`config.mk`:
```
export PLATFORM = sky130hd
export DESIGN_NAME = mul_accum
export DESIGN_NICKNAME = d
export VERILOG_FILES = /design/src/rtl/mac_dly.sv /design/src/rtl/mul_accum.sv
export SDC_FILE = /design/constraint.sdc
export NUM_CORES = 1
export LEC_CHECK = 0
export ABC_AREA = 1
export ABC_CLOCK_PERIOD_IN_PS = 9480
export BUFFER_PORTS_ARGS = -buffer_cell sky130_fd_sc_hd__buf_2
export CAP_MARGIN = 5
export CORE_MARGIN = 2
export CORE_UTILIZATION = 60
export CTS_CLUSTER_SIZE = 14
export DETAILED_ROUTE_END_ITERATION = 10
export PLACE_DENSITY = 0.79
export SYNTH_ARGS = -nofsm -noshare
export SYNTH_HDL_FRONTEND = slang
export SYNTH_SLANG_ARGS = --single-unit
```
`constraint.sdc`:
```
create_clock -name clk -period 9.48 [get_ports clk]
set_clock_uncertainty 0.1 [all_clocks]
set_input_delay 0.474 -clock clk [delete_from_list [all_inputs] [get_ports clk]]
set_output_delay 0.474 -clock clk [all_outputs]
set_load 0.005 [all_outputs]
```
`src/rtl/mac_dly.sv`:
```
module mac_dly #(
  parameter int W = 8,
  parameter int N = 1
) (
  input  logic         clk,
  input  logic         clr,
  input  logic         ce,
  input  logic [W-1:0] d,
  output logic [W-1:0] q
);
  if (N == 0) begin : g_wire
    assign q = d;
  end else begin : g_regs
    logic [W-1:0] r [N];
    always_ff @(posedge clk or posedge clr) begin
      if (clr) begin
        for (int i = 0; i < N; i++) r[i] <= '0;
      end else if (ce) begin
        r[0] <= d;
        for (int i = 1; i < N; i++) r[i] <= r[i-1];
      end
    end
    assign q = r[N-1];
  end
endmodule

```
`src/rtl/mul_accum.sv`:
```
module mul_accum #(
  parameter int A_W         = 8,
  parameter int B_W         = 8,
  parameter int R_W         = 24,
  parameter bit A_REG       = 1,
  parameter bit B_REG       = 1,
  parameter bit SA_IN_REG   = 1,
  parameter bit SA_PIPE_REG = 0,
  parameter bit SB_IN_REG   = 1,
  parameter bit SB_PIPE_REG = 0,
  parameter bit LD_IN_REG   = 1,
  parameter bit LD_PIPE_REG = 0,
  parameter bit MUL_OREG    = 1,
  parameter int MUL_LAT     = 1,
  parameter int OUT_LAT     = 2
) (
  input  logic           clk,
  input  logic           clr,
  input  logic           ce,
  input  logic [A_W-1:0] a,
  input  logic [B_W-1:0] b,
  input  logic           a_signed,
  input  logic           b_signed,
  input  logic           load,
  output logic [R_W-1:0] result,
  output logic           ovf,
  output logic [A_W-1:0] a_chain,
  output logic [B_W-1:0] b_chain
);
  localparam int PW   = A_W + B_W + 2;
  localparam int SW   = ((R_W > PW) ? R_W : PW) + 2;
  localparam int SA_D = int'(SA_IN_REG) + int'(SA_PIPE_REG);
  localparam int SB_D = int'(SB_IN_REG) + int'(SB_PIPE_REG);
  localparam int LD_D = int'(LD_IN_REG) + int'(LD_PIPE_REG);
  localparam int MS   = int'(MUL_OREG) + MUL_LAT;
  localparam int MW   = PW + 2;

  function automatic bit lat_ok(input int v);
    return (v >= 0 && v <= 8) || v == 12;
  endfunction


  initial legal_cfg_chk: assert (lat_ok(MUL_LAT) && lat_ok(OUT_LAT) &&
    A_W >= 1 && A_W <= 256 && B_W >= 1 && B_W <= 256 && R_W >= 1 && R_W <= 256)
    else $error("mul_accum: illegal width or latency parameter");

  logic [A_W-1:0] a_s;
  logic [B_W-1:0] b_s;
  logic           sa_s, sb_s, ld_s;

  mac_dly #(.W(A_W), .N(int'(A_REG))) u_areg (.clk(clk), .clr(clr), .ce(ce), .d(a), .q(a_s));
  mac_dly #(.W(B_W), .N(int'(B_REG))) u_breg (.clk(clk), .clr(clr), .ce(ce), .d(b), .q(b_s));
  mac_dly #(.W(1), .N(SA_D)) u_sareg (.clk(clk), .clr(clr), .ce(ce), .d(a_signed), .q(sa_s));
  mac_dly #(.W(1), .N(SB_D)) u_sbreg (.clk(clk), .clr(clr), .ce(ce), .d(b_signed), .q(sb_s));
  mac_dly #(.W(1), .N(LD_D)) u_ldreg (.clk(clk), .clr(clr), .ce(ce), .d(load), .q(ld_s));

  assign a_chain = a_s;
  assign b_chain = b_s;

  logic signed [A_W:0]  ax;
  logic signed [B_W:0]  bx;
  logic signed [PW-1:0] prod;
  assign ax   = {sa_s & a_s[A_W-1], a_s};
  assign bx   = {sb_s & b_s[B_W-1], b_s};
  assign prod = ax * bx;

  logic [MW-1:0] m_q;
  mac_dly #(.W(MW), .N(MS)) u_mpipe (
    .clk(clk), .clr(clr), .ce(ce),
    .d({ld_s, sa_s | sb_s, prod}), .q(m_q)
  );

  logic          ld_m, sg_m;
  logic [PW-1:0] pm;
  assign ld_m = m_q[MW-1];
  assign sg_m = m_q[MW-2];
  assign pm   = m_q[PW-1:0];

  logic [R_W-1:0] acc_q;
  logic           ovf_q;
  logic [SW-1:0]  pext, aext, sum;
  logic           fits;

  assign pext = {{(SW-PW){pm[PW-1]}}, pm};
  assign aext = {{(SW-R_W){sg_m & acc_q[R_W-1]}}, acc_q};
  assign sum  = ld_m ? pext : aext + pext;
  assign fits = sg_m ? ((&sum[SW-1:R_W-1]) | ~(|sum[SW-1:R_W-1]))
                     : ~(|sum[SW-1:R_W]);

  always_ff @(posedge clk or posedge clr) begin
    if (clr) begin
      acc_q <= '0;
      ovf_q <= 1'b0;
    end else if (ce) begin
      acc_q <= sum[R_W-1:0];
      ovf_q <= ~fits | (ovf_q & ~ld_m);
    end
  end

  mac_dly #(.W(R_W+1), .N(OUT_LAT)) u_opipe (
    .clk(clk), .clr(clr), .ce(ce),
    .d({ovf_q, acc_q}), .q({ovf, result})
  );


  uns_prod_chk: assert property (@(posedge clk) disable iff (clr)
    (!sa_s && !sb_s) |-> !prod[PW-1]);


  mixed_sign_chk: assert property (@(posedge clk) disable iff (clr)
    (sa_s && !sb_s && a_s[A_W-1] && (|b_s)) |-> prod[PW-1]);


  load_chk: assert property (@(posedge clk) disable iff (clr)
    (ce && ld_m) |=> acc_q == $past(pext[R_W-1:0]));


  sticky_ovf_chk: assert property (@(posedge clk) disable iff (clr)
    (ce && ovf_q && !ld_m) |=> ovf_q);


  ce_hold_chk: assert property (@(posedge clk) disable iff (clr)
    !ce |=> ($stable(result) && $stable(ovf) && $stable(a_chain) && $stable(b_chain)));


  if (A_REG) begin : g_chain_a_chk
    chain_a_chk: assert property (@(posedge clk) disable iff (clr)
      ce |=> a_chain == $past(a));
  end
endmodule

```
# After elaboration in Yosys (flattened, before gate mapping)
# Cells that the tools add are included.
dict set report totals {
  elab_cells 29
  output_inout_bits 41
  register_bits 134
  in_bits 22
}
dict set report classes {
  n_reduce_logical 3
  n_mul 1
  bitwise_logic 11
  mux 2
  add_sub_neg 1
}
# operator n
set op_table {}
lappend op_table {{$add 25x18->26} 1}
lappend op_table {{$mux 26} 1}
lappend op_table {{$mul 9x9->18} 1}
lappend op_table {{$and 1x1->1} 4}
lappend op_table {{$not 1->1} 4}
lappend op_table {{$or 1x1->1} 3}
lappend op_table {{$reduce_and 3->1} 1}
lappend op_table {{$reduce_or 3->1} 1}
lappend op_table {{$reduce_or 2->1} 1}
lappend op_table {{$mux 1} 1}

# Depth between registers and ports, before layout
dict set report depth {
  word_depth 9
  depth_mapped 24
  mapped_depth_nobuf 23
}

# By module
# A second synthesis with hierarchy kept.
dict set report unflattened {
  hier_cells 1343
  area_unflattened_um2 10466.3
}
# module seq_area_each_um2 area_per_inst_um2 cells_per_inst n_inst
set modules_own_cells {}
lappend modules_own_cells {mul_accum 625.6 5858.1 826 1}
lappend modules_own_cells {{mac_dly at u_opipe} 1251.2 2119.5 238 1}
lappend modules_own_cells {{mac_dly at u_mpipe} 1001.0 1739.2 191 1}
lappend modules_own_cells {{mac_dly at u_areg ...} 200.2 309.0 35 2}
lappend modules_own_cells {{mac_dly at u_ldreg ...} 25.0 43.8 6 3}

# Least setup slack after synthesis
# OpenSTA, ideal clock, no wires.
dict set report synth_timing {
  path_type {register to register}
  start {register u_breg.g_regs.r (netlist bit u_breg.q[7])}
  end {register u_mpipe.g_regs.r[31] (netlist bit)}
  required_time_ns 9.247
  path_stages_with_launch 22
  n_path_buf 1
  period_less_slack_ns 5.185
  t_arrival_ns 4.952
  slack_ns 4.295
  setup_ns 0.133
  cell_sequence {dfrtp_1 > clkbuf_1 > nand2_1 > inv_1 > nand2_1 > fa_1 > fa_1 > inv_1 > fa_1 > fa_1 > inv_1 > fa_1 > inv_1 > ha_1 > nand3b_1 > nand3_1 > nand2_1 > inv_1 > or2_2 > a21oi_1 > xor2_1 > o21ai_0}
}
dict set report synth_between {
  elab_chain_cells 2
}
# element line_no
set synth_lines {}
lappend synth_lines {{start, declared} mac_dly.sv:14} ;# logic [W-1:0] r [N];
lappend synth_lines {{$and 1x1->1} mul_accum.sv:64} ;# assign bx = {sb_s & b_s[B_W-1], b_s};
lappend synth_lines {{$mul 9x9->18 *} mul_accum.sv:65} ;# assign prod = ax * bx;
lappend synth_lines {{end, declared} mac_dly.sv:14}
# Every way passes the cells marked *; elsewhere a longest branch is shown, timed or not.
# A chain may end at the register's enable or synchronous reset.

# Worst setup path after layout
dict set report layout_timing {
  start {register u_areg.g_regs.r (netlist bit u_areg.q[7])}
  end {register u_mpipe.g_regs.r[31] (netlist bit)}
}
dict set report layout_between {
  elab_chain_cells 2
}
# element line_no
set layout_lines {}
lappend layout_lines {{start, declared} mac_dly.sv:14}
lappend layout_lines {{$and 1x1->1} mul_accum.sv:63} ;# assign ax = {sa_s & a_s[A_W-1], a_s};
lappend layout_lines {{$mul 9x9->18 *} mul_accum.sv:65}
# Marks and branches as above.

==> tab_implementation.tex <==
\begin{tabular}{lr}
\hline
Metric & Value \\
\hline
\multicolumn{2}{l}{\textbf{Synth}} \\
\quad Share of the synthesized area in the top cell type & 33.5\% \\
\quad Yosys cell types & 42 \\
\quad Yosys top cell by area & dfrtp\_1 \\
\quad Number of flops mapped to enable cells by yosys & 0 \\
\quad Synthesized instance count & 1,285 \\
\quad Avg Synthesized Cell Area & 7.80 um2 \\
\quad Synth Warn \# & 0 \\
\quad Share of the yosys chip area belonging to registers & 33.5\% \\
\quad Synthesized netlist net count & 1,440 \\
\quad Top flip-flop cell by instance count after synthesis & dfrtp\_1 \\
\quad Ys async rst share & 100\% \\
\quad Most numerous cell types in the synthesized netlist & 392 x nand2\_1, 238 x inv\_1, 134 x dfrtp\_1, 101 x o21ai\_0, 71 x fa\_1 \\
\quad Post-synthesis register bit count & 134 \\
\quad Biggest area contributors in the synthesized netlist & dfrtp\_1 33\%, nand2\_1 15\%, fa\_1 14\% \\
\quad Most frequently used cell type in the post-synthesis netlist & nand2\_1 \\
\quad Cell area after synthesis & 10,000 um2 \\
\multicolumn{2}{l}{\textbf{Setup path}} \\
\quad Data arrival time of the worst path & 5.89 ns \\
\quad Launching element type of the critical path & register \\
\quad CP Capture Type & register \\
\quad Reg2Reg Depth & 20 \\
\quad Number of cells on the critical path & 20 \\
\quad Required time of the worst setup path & 9.67 ns \\
\quad Worst setup path class & reg2reg \\
\quad Kind of cell adding the most delay to the critical path & adder cells \\
\quad Largest fanout on the critical path & 12 \\
\quad Crit path max-delay cell type & dfrtp\_1 \\
\quad Critical path cell sequence & nand2\_1 > nor2\_1 > inv\_1 > fa\_1 > inv\_1 > fa\_1 > fa\_1 > fa\_1 > inv\_1 > fa\_1 > inv\_1 > ha\_1 > nand3b\_1 > nand3\_1 > nand2\_1 > inv\_1 > or2\_2 > a21oi\_1 > xor2\_1 > o21ai\_0 \\
\quad Buf/Inv on CP & 5 \\
\quad CP peak stage delay & 0.59 ns \\
\multicolumn{2}{l}{\textbf{STA}} \\
\quad Period utilization & 60.2\% \\
\quad Transition time at the pin with the least slew margin & 1.00 ns \\
\quad Sum of negative setup slack & 0 ns \\
\quad Hold slack & 0.140 ns \\
\quad Endpoints failing setup & 0 \\
\quad Final-report hold violation count & 0 \\
\quad Time the worst path needs with I/O delays and setup & 5.71 ns \\
\quad Achievable Freq & 175 MHz \\
\quad RSZ-0062 raised after global routing & no \\
\quad Headroom to the max-slew limit & 33.0\% \\
\quad Number of slew-limit violations in the final report & 0 \\
\multicolumn{2}{l}{\textbf{Job}} \\
\quad Number of max-cap violations & 0 \\
\multicolumn{2}{l}{\textbf{Floorplan}} \\
\quad Die Width & 133 um \\
\quad I/O pin count & 63 \\
\quad Initial core utilization & 60.8\% \\
\quad Height of the chip & 133 um \\
\quad Die footprint & 17,700 um2 \\
\quad Core area & 16,500 um2 \\
\quad Row cnt & 47 \\
\multicolumn{2}{l}{\textbf{Clock tree}} \\
\quad Maximum level of the CTS H-tree & 4 \\
\quad PostCTS Resize Cnt & 0 \\
\quad Source-to-sink clock delay at the later pin of the worst-skew pair & 0.44 ns \\
\quad Number of clock buffers inserted by TritonCTS & 17 \\
\quad Number of sinks on the clock net & 134 \\
\quad Clock-pin slew reported for the worst setup and hold paths after clock tree synthesis & 0.06 ns \\
\quad Clock tree from TritonCTS & built \\
\quad Deepest clock path buffer count & 2 \\
\quad Clock Tree Root & clkbuf\_16 \\
\multicolumn{2}{l}{\textbf{Placed design}} \\
\quad Detailed placement HPWL & 16,400 um \\
\quad Quantity of I/O buffers inserted on ports & 62 \\
\quad Post-place instance area & 10,300 um2 \\
\quad Global placer's final weighted congestion & 0.978 \\
\multicolumn{2}{l}{\textbf{Worst hold path}} \\
\quad Cell count of the worst hold path & 3 \\
\quad Hold Path Class & in2reg \\
\multicolumn{2}{l}{\textbf{Finish}} \\
\quad Final standard cell area without fillers & 10,900 um2 \\
\quad Number of diodes & 0 \\
\quad Number of fill cells in the layout & 1,411 \\
\quad FF+latch area & 3350 um2 \\
\quad Multi-input combinational cell area & 5410 um2 \\
\quad Layout cells sized above 1 & 9.00\% \\
\quad Nets & 1,455 \\
\quad Relative area change from synthesis to final layout & 8.81\% \\
\multicolumn{2}{l}{\textbf{Routing}} \\
\quad Vias per inst & 5.27 \\
\quad Initial drt markers & 589 \\
\quad Number of remaining DRC errors & 0 \\
\quad Antenna-violating nets left & 0 \\
\quad Vias after detailed routing & 8,066 \\
\quad Drt pass-1 iters & 5 \\
\quad Average wire per cell in the routed design & 14.6 um \\
\quad Post-Route WL & 22,400 um \\
\multicolumn{2}{l}{\textbf{GRT}} \\
\quad All-layer global routing usage & 27.1\% \\
\quad Initial antenna violation count & 0 \\
\quad Maximum number of pins on one net before global-route repair & 92 \\
\quad Total overflow reported by the global router & 0 \\
\quad Vias in the first global route & 8,157 \\
\quad First-pass GRT wire length & 38,500 um \\
\multicolumn{2}{l}{\textbf{Run status}} \\
\quad Status & finished, final reports clean \\
\multicolumn{2}{l}{\textbf{Pwr}} \\
\quad Leakage dissipation & 5.96 nW \\
\quad Power per cell area & 299 nW/um2 \\
\quad Peak VDD IR & 170 uV \\
\hline
\end{tabular}
tightest hold or removal path: cells and delay by family:
family / cells / cell delay, ns
buf+inv: 1 / 0.07
simple gates: 2 / 0.09
metal layers:
layer	wire (um)	track usage, %	vias up
met5	0	0	-
met4	769	11.9	0
met3	1160	5.18	62
met2	10700	43.9	250
met1	9710	36.0	3799
li1	-	-	3955
layout make-up:
type	instances	share of cell area, %
clock buffers	20	4.28
clock inverters	10	1.33
well taps	220	2.53
multi-input cells	841	49.6
repair buffers	66	3.17
inverters	240	8.32
flip-flops and latches	134	30.8
sequential cells by signal, summed over array words and instances, names as in the netlist:
register,flops
acc_q,24
ovf_q,1
u_areg.q,8
u_breg.q,8
u_ldreg.q,1
u_mpipe.g_regs.r,20
u_mpipe.q,20
u_opipe.g_regs.r,25
u_opipe.q,25
u_sareg.q,1
u_sbreg.q,1
path summary, 6_finish.rpt:
path                                      startpoint  slack [ns]                                to
setup / recovery             u_areg.q[7]$_DFFE_PP0P_        3.77  u_mpipe.g_regs.r[31]$_DFFE_PP0P_
hold / removal                                  a[3]        0.14           u_areg.q[3]$_DFFE_PP0P_
setup reg to reg             u_areg.q[7]$_DFFE_PP0P_        3.77  u_mpipe.g_regs.r[31]$_DFFE_PP0P_
hold reg to reg            u_opipe.q[14]$_DFFE_PP0P_        0.36         u_opipe.q[14]$_DFFE_PP0P_
max in group asynchronous                        clr        7.35  u_opipe.g_regs.r[41]$_DFFE_PP0P_
min in group asynchronous                        clr        0.53          u_opipe.q[5]$_DFFE_PP0P_
stage by stage:
step | setup slack [ns] | power (mW) | std cells | utilization, %
global route | 3.41 | 3.56 | 1531 | 66.2
finish | 3.77 | 3.26 | 1531 | 66.2
CTS | 3.82 | 3.25 | 1531 | 66.2
floorplan | 4.29 | 2.18 | 1285 | -
detailed placement | 3.90 | 2.53 | 1500 | 62.4
global placement | 4.04 | 2.48 | 1500 | 62.4
timing repair:
action	4_1_cts	5_1_grt
hold buffers	1	0
endpoints found under the setup margin	0	0
endpoints found under the hold margin	6	0
buffers inserted	0	0
logic make-up (layout without fill, tap and decap cells):
logic type                 Yosys count  in the layout  synth area share (%)
xor gates and xnor gates            21             21                  1.84
adders and majority gates          133            133                  21.9
and+or+nand+nor                    512            512                  20.4
DFF                                134            134                  33.5
buffers and inverters              310            336                  12.6
AOI/OAI and AO/OA                  175            175                  9.76
power by group:
part           internal (mW)  leakage [nW]  total (mW)  switching [mW]
sequential             0.768          1.65       0.917           0.149
clock                  0.433         0.295       0.703           0.270
combinational          0.625          4.01        1.64            1.01
total                   1.83          5.96        3.26            1.43
layout by cell type (no fill, tap or decap), types with 2 or more instances in the layout:
master,n
o21ai_0,101
clkinv_4,2
o21bai_1,5
xnor2_1,13
ha_1,62
xor2_1,8
inv_6,3
clkinvlp_4,2
a21oi_1,35
buf_4,4
nor2_1,56
a31oi_1,7
nand2_1,392
o211ai_1,7
nor3_1,3
nand3_1,34
nand4_1,10
o21ai_1,3
dfrtp_1,134
clkbuf_8,3
a21o_1,2
fa_1,71
clkinv_2,2
bufinv_16,3
clkbuf_16,17
a21oi_2,2
or2_2,4
o22ai_1,2
nand2_2,7
nand3_2,2
a211oi_1,2
o221ai_1,2
inv_1,236
buf_2,61
No activity file was read; power rests on OpenSTA's default activity.
